[src/rtl/rst_seq_pkg.sv]
// Package: shared state encoding for the bus command reset sequencer.
// Assumes: nothing beyond a single clock domain.
package rst_seq_pkg;

    // Sequencer phases, in the order they are visited after a key.
    typedef enum logic [1:0] {
        ST_IDLE   = 2'd0,
        ST_CLEAR  = 2'd1,
        ST_COMMIT = 2'd2,
        ST_DONE   = 2'd3
    } seq_state_t;

endpackage

[src/rtl/rst_key_match.sv]
// Module: rst_key_match
// Counts consecutive key writes (KEY_DATA to KEY_ADDR) and raises fire
// combinationally on the completing write when permit is set.
// Assumes: wr_en is a one-cycle strobe per write; accept low discards writes.
module rst_key_match #(
    parameter int          ADDR_W     = 5,
    parameter int          DATA_W     = 8,
    parameter logic [ADDR_W-1:0] KEY_ADDR = 5'h1D,
    parameter logic [DATA_W-1:0] KEY_DATA = 8'h55,
    parameter int          KEY_WRITES = 2
) (
    input  logic              clk,
    input  logic              rst_n,
    input  logic              accept,
    input  logic              wr_en,
    input  logic [ADDR_W-1:0] wr_addr,
    input  logic [DATA_W-1:0] wr_data,
    input  logic              permit,
    output logic              fire
);
    localparam int CNT_W = $clog2(KEY_WRITES + 1);
    localparam logic [CNT_W-1:0] LAST = CNT_W'(KEY_WRITES - 1);

    logic [CNT_W-1:0] hits;
    logic             is_key;
    logic             at_last;

    // Decode whether the current write carries the key.
    always_comb begin
        is_key  = (wr_addr == KEY_ADDR) && (wr_data == KEY_DATA);
        at_last = (hits == LAST);
        fire    = accept && wr_en && is_key && at_last && permit;
    end

    // Track how many key writes have arrived back to back.
    always_ff @(posedge clk) begin
        if (!rst_n) begin
            hits <= '0;
        end else if (!accept) begin
            hits <= '0;
        end else if (wr_en) begin
            if (is_key && !at_last)
                hits <= hits + 1'b1;
            else
                hits <= '0;
        end
    end
endmodule

[src/rtl/rst_commit_fsm.sv]
// Module: rst_commit_fsm
// Walks idle -> clear -> commit -> done once per power-up.
// Assumes: commit_done is only meaningful while the commit is requested.
module rst_commit_fsm
    import rst_seq_pkg::*;
(
    input  logic       clk,
    input  logic       rst_n,
    input  logic       fire,
    input  logic       commit_done,
    output seq_state_t state,
    output logic       accept
);
    seq_state_t nxt;

    // Next-state selection.
    always_comb begin
        nxt = state;
        unique case (state)
            ST_IDLE:   if (fire) nxt = ST_CLEAR;
            ST_CLEAR:  nxt = ST_COMMIT;
            ST_COMMIT: if (commit_done) nxt = ST_DONE;
            ST_DONE:   nxt = ST_DONE;
            default:   nxt = ST_IDLE;
        endcase
    end

    // State register; only the power-up load leaves ST_DONE.
    always_ff @(posedge clk) begin
        if (!rst_n) state <= ST_IDLE;
        else        state <= nxt;
    end

    // Writes count toward a key only before any reset has started.
    always_comb accept = (state == ST_IDLE);
endmodule

[src/rtl/rst_out_decode.sv]
// Module: rst_out_decode
// Maps the sequencer phase onto the clear, lock, commit and busy outputs.
// Assumes: state is a registered value, so the outputs are glitch-free.
module rst_out_decode
    import rst_seq_pkg::*;
(
    input  seq_state_t state,
    output logic       clr_timer,
    output logic       clr_events,
    output logic       clr_flags,
    output logic       cfg_lock,
    output logic       commit_req,
    output logic       busy
);
    // Decode each output from the current phase.
    always_comb begin
        clr_timer  = (state == ST_CLEAR);
        clr_events = (state == ST_CLEAR);
        clr_flags  = (state == ST_CLEAR);
        cfg_lock   = (state != ST_IDLE);
        commit_req = (state == ST_COMMIT);
        busy       = (state == ST_CLEAR) || (state == ST_COMMIT);
    end
endmodule

[src/rtl/cmd_reset_seq.sv]
// Module: cmd_reset_seq (top)
// Recognizes the two-write reset key, clears the logging state once,
// locks the configuration and asks for a nonvolatile commit.
// Assumes: rst_n is the power-up load; writes are decoded upstream.
module cmd_reset_seq
    import rst_seq_pkg::*;
#(
    parameter int ADDR_W     = 5,
    parameter int DATA_W     = 8,
    parameter logic [ADDR_W-1:0] KEY_ADDR = 5'h1D,
    parameter logic [DATA_W-1:0] KEY_DATA = 8'h55,
    parameter int KEY_WRITES = 2
) (
    input  logic              clk,
    input  logic              rst_n,
    input  logic              wr_en,
    input  logic [ADDR_W-1:0] wr_addr,
    input  logic [DATA_W-1:0] wr_data,
    input  logic              reset_en,
    input  logic              commit_done,
    output logic              clr_timer,
    output logic              clr_events,
    output logic              clr_flags,
    output logic              cfg_lock,
    output logic              commit_req,
    output logic              busy
);
    logic       fire;
    logic       accept;
    seq_state_t state;

    rst_key_match #(
        .ADDR_W    (ADDR_W),
        .DATA_W    (DATA_W),
        .KEY_ADDR  (KEY_ADDR),
        .KEY_DATA  (KEY_DATA),
        .KEY_WRITES(KEY_WRITES)
    ) u_match (
        .clk    (clk),
        .rst_n  (rst_n),
        .accept (accept),
        .wr_en  (wr_en),
        .wr_addr(wr_addr),
        .wr_data(wr_data),
        .permit (reset_en),
        .fire   (fire)
    );

    rst_commit_fsm u_fsm (
        .clk        (clk),
        .rst_n      (rst_n),
        .fire       (fire),
        .commit_done(commit_done),
        .state      (state),
        .accept     (accept)
    );

    rst_out_decode u_out (
        .state     (state),
        .clr_timer (clr_timer),
        .clr_events(clr_events),
        .clr_flags (clr_flags),
        .cfg_lock  (cfg_lock),
        .commit_req(commit_req),
        .busy      (busy)
    );
endmodule

[config.mk]
export PLATFORM = sky130hd
export DESIGN_NAME = cmd_reset_seq
export DESIGN_NICKNAME = d
export VERILOG_FILES = /design/src/rtl/rst_seq_pkg.sv /design/src/rtl/rst_key_match.sv /design/src/rtl/rst_commit_fsm.sv /design/src/rtl/rst_out_decode.sv /design/src/rtl/cmd_reset_seq.sv
export SDC_FILE = /design/constraint.sdc
export NUM_CORES = 1
export LEC_CHECK = 0
export BUFFER_PORTS_ARGS = -buffer_cell sky130_fd_sc_hd__buf_2
export CORE_AREA = 4 4 41 43
export DETAILED_ROUTE_END_ITERATION = 7
export DIE_AREA = 0 0 45 47
export PLACE_DENSITY_LB_ADDON = 0.08
export SKIP_LAST_GASP = 1
export SLEW_MARGIN = 10
export SYNTH_ARGS = -nofsm -noshare
export SYNTH_HDL_FRONTEND = slang
export SYNTH_HIERARCHICAL = 1
export SYNTH_SLANG_ARGS = --single-unit
[constraint.sdc]
create_clock -name clk -period 1.42 [get_ports clk]
set_input_delay 0.142 -clock clk [delete_from_list [all_inputs] [get_ports clk]]
set_output_delay 0.142 -clock clk [all_outputs]
set_load 0.05 [all_outputs]
==> summary.txt <==
Outcome
  – Status: finished clean

STA
  – Rel. slew slack: 81.6%
  – Tmin final: 1.31 ns
  – Slew @ Worst Pin: 0.272 ns
  – Unrepaired setup endpoints after global routing: no
  – Final setup vio count: 0
  – Worst hold slack: 0.188 ns
  – Final sum of negative setup slack: 0 ns
  – Final worst slack: 0.114 ns
  – Slew Viols, Final: 0
  – Setup Skew: 0.00490 ns
  – Hold Vio Cnt, Final: 0
  – Fmax: 766 MHz
  – Fin crit share: 91.9%

Layout
  – Post-synthesis to final-layout area growth: 52.3%
  – Filler cells: 154
  – Number of nets in the layout: 79
  – # diodes: 0
  – Share of cells above drive strength 1: 47.3%

Drt
  – Via Count: 304
  – Routed length per instance: 9.59 µm
  – Post-route DRC: 0
  – Starting DRT DRC Count: 11
  – Final ANT Viol Nets: 0
  – 1st-pass router iterations: 4
  – Via density: 4.34
  – Total Routed Length: 671 µm

CTS
  – Clock transition at path regs: 0.03 ns
  – Max H-tree Level: 1
  – Sink Count: 4
  – Resized cells post-CTS: 0
  – TritonCTS clock tree: done
  – CTS Buffer Depth: 2
  – Post-CTS setup buffers: 0
  – Clk_lat worst skew: 0.24 ns
  – TritonCTS Buffers: 3
  – Hold buffer count at CTS: 0
  – Root Buffer: clkbuf_4

Floorplan
  – Core area: 1300 µm²
  – Ports: 24
  – Die Y: 47 µm
  – Die area: 2120 µm²
  – Row Count: 13
  – Initial core utilization: 21.2%
  – Die width: 45 µm

Worst setup path
  – Critical Path RT: 1.28 ns
  – Worst setup EP type: output port
  – Setup CP Type: register to output port
  – Cell family with most CP delay: flip-flops
  – Max FO, Critical Path: 4
  – WP data arrival: 1.16 ns
  – Max incr delay on CP: 0.36 ns
  – Startpoint types: register
  – Sequence of cells on the critical path: inv_1, ha_1, clkbuf_4
  – CP max stage cell: dfxtp_1
  – Buffer and inverter count on the worst path: 2

Yosys
  – Syn nets: 53
  – Post-synth ARST share: 0%
  – Post-synthesis cell count: 31
  – Synth area leaders: dfxtp_1 29%, ha_1 18%, and4b_1 11%
  – Top cell type's share of synthesized area: 29.1%
  – Ys flop type: dfxtp_1
  – Register area share after synthesis: 29.1%
  – Flops & latches, synth: 4
  – Synth top cells by count: 4 x dfxtp_1, 4 x ha_1, 4 x inv_1
  – Post-synth design cell area: 275 µm²
  – Syn Area/Cell: 8.88 µm²
  – Library cells used by synthesis: 14
  – Post-synth EDFFs: 0
  – Yosys top cell by area: dfxtp_1
  – Syn. warnings: 6

Worst hold path
  – Hold Path Class: input port to register

Power and ir drop
  – Sw power: 57.1 µW
  – Switching Share: 20.0%
  – Clock power frac: 50.0%
  – Power Internal: 228 µW
  – VDD IR-drop max: 0.000308 V
  – Leak: 0.000240 µW
  – Pwr dens: 680 nW/µm²
  – Comb pwr share: 10.3%
  – Seq pwr share: 39.6%

Placed design
  – Buffers on Ports: 23
  – DP Worst Slack: 0.311 ns
  – Final HPWL from detailed placement: 593 µm
  – Routability cong.: 0.690

Job
  – Max-Cap Viols: 0

Global routing
  – Largest net degree at the start of global routing: 6
  – Overflow after GRT: 0
  – First-pass GRT wire length: 1.17 mm
  – GR Util All Layers: 7.98%
  – Vias in the first global route: 298
  – Antenna violations before repair: 0
## final timing paths
kind / cells after the start / end / from / slack (ns)
max reg2reg: 3 / u_match/hits[1] / u_match/hits[1] / 0.35
max: 3 / busy / u_fsm/state[0] / 0.11
min: 2 / u_fsm/state[1] / rst_n / 0.19
min reg2reg: 2 / u_match/hits[1] / u_match/hits[1] / 0.45
## metrics by stage
| step | total power, µW | util, % | instances | instance area [µm²] |
|---|---|---|---|---|
| floorplan | 121 | - | 31 | 275 |
| global placement | 145 | 30.3 | 67 | 394 |
| detailed placement | 145 | 30.3 | 67 | 394 |
| CTS | 295 | 32.0 | 70 | 417 |
| global route | 307 | 32.2 | 70 | 419 |
| finish | 285 | 32.2 | 70 | 419 |
## power by group through the flow
stage	Combinational, µW	Sequential [µW]	Clock [µW]
after floorplan	6.20	115	0
after global placement	30.1	115	0
after detailed placement	29.8	115	0
after CTS	29.8	113	153
after global routing	33.6	113	160
final	29.5	113	142
## routing by layer
layer | wire [µm] | GRT usage [%]
met5 | 0 | 0
met4 | 8 | 5.26
met3 | 106 | 5.36
met2 | 271 | 11.3
met1 | 285 | 8.64
## flip-flops by register name (all words and copies together), names as in the netlist
register / flops
u_match/hits: 2
u_fsm/state: 2
## cells by family after synthesis
| kind of cell | count (synthesis) | share of synthesized area [%] |
|---|---|---|
| and+or+nand+nor | 13 | 28.6 |
| buffers and inverters | 6 | 10.9 |
| AOI/OAI and AO/OA | 4 | 13.2 |
| adders and majority gates | 4 | 18.2 |
| DFF | 4 | 29.1 |
## layout by cell type, fill, tap and decap left out, drive strengths merged
master,instances
a31o,1
and3b,1
and4b,3
buf,22
clkbuf,4
dfxtp,4
ha,4
inv,4
nand2,3
nand3,1
nand4,1
nor2,3
nor2b,1
o211a,1
o41ai,2
## cell type report
class	count	area (µm²)	area share, %
clock buffers	3	22.5	5.37
well taps	15	18.8	4.48
flip-flops and latches	4	80.1	19.1
multi-input cells	21	165	39.4
inverters	4	15.0	3.58
repair buffers	23	118	28.1
Note: power is estimated with default switching activity, not from simulation.
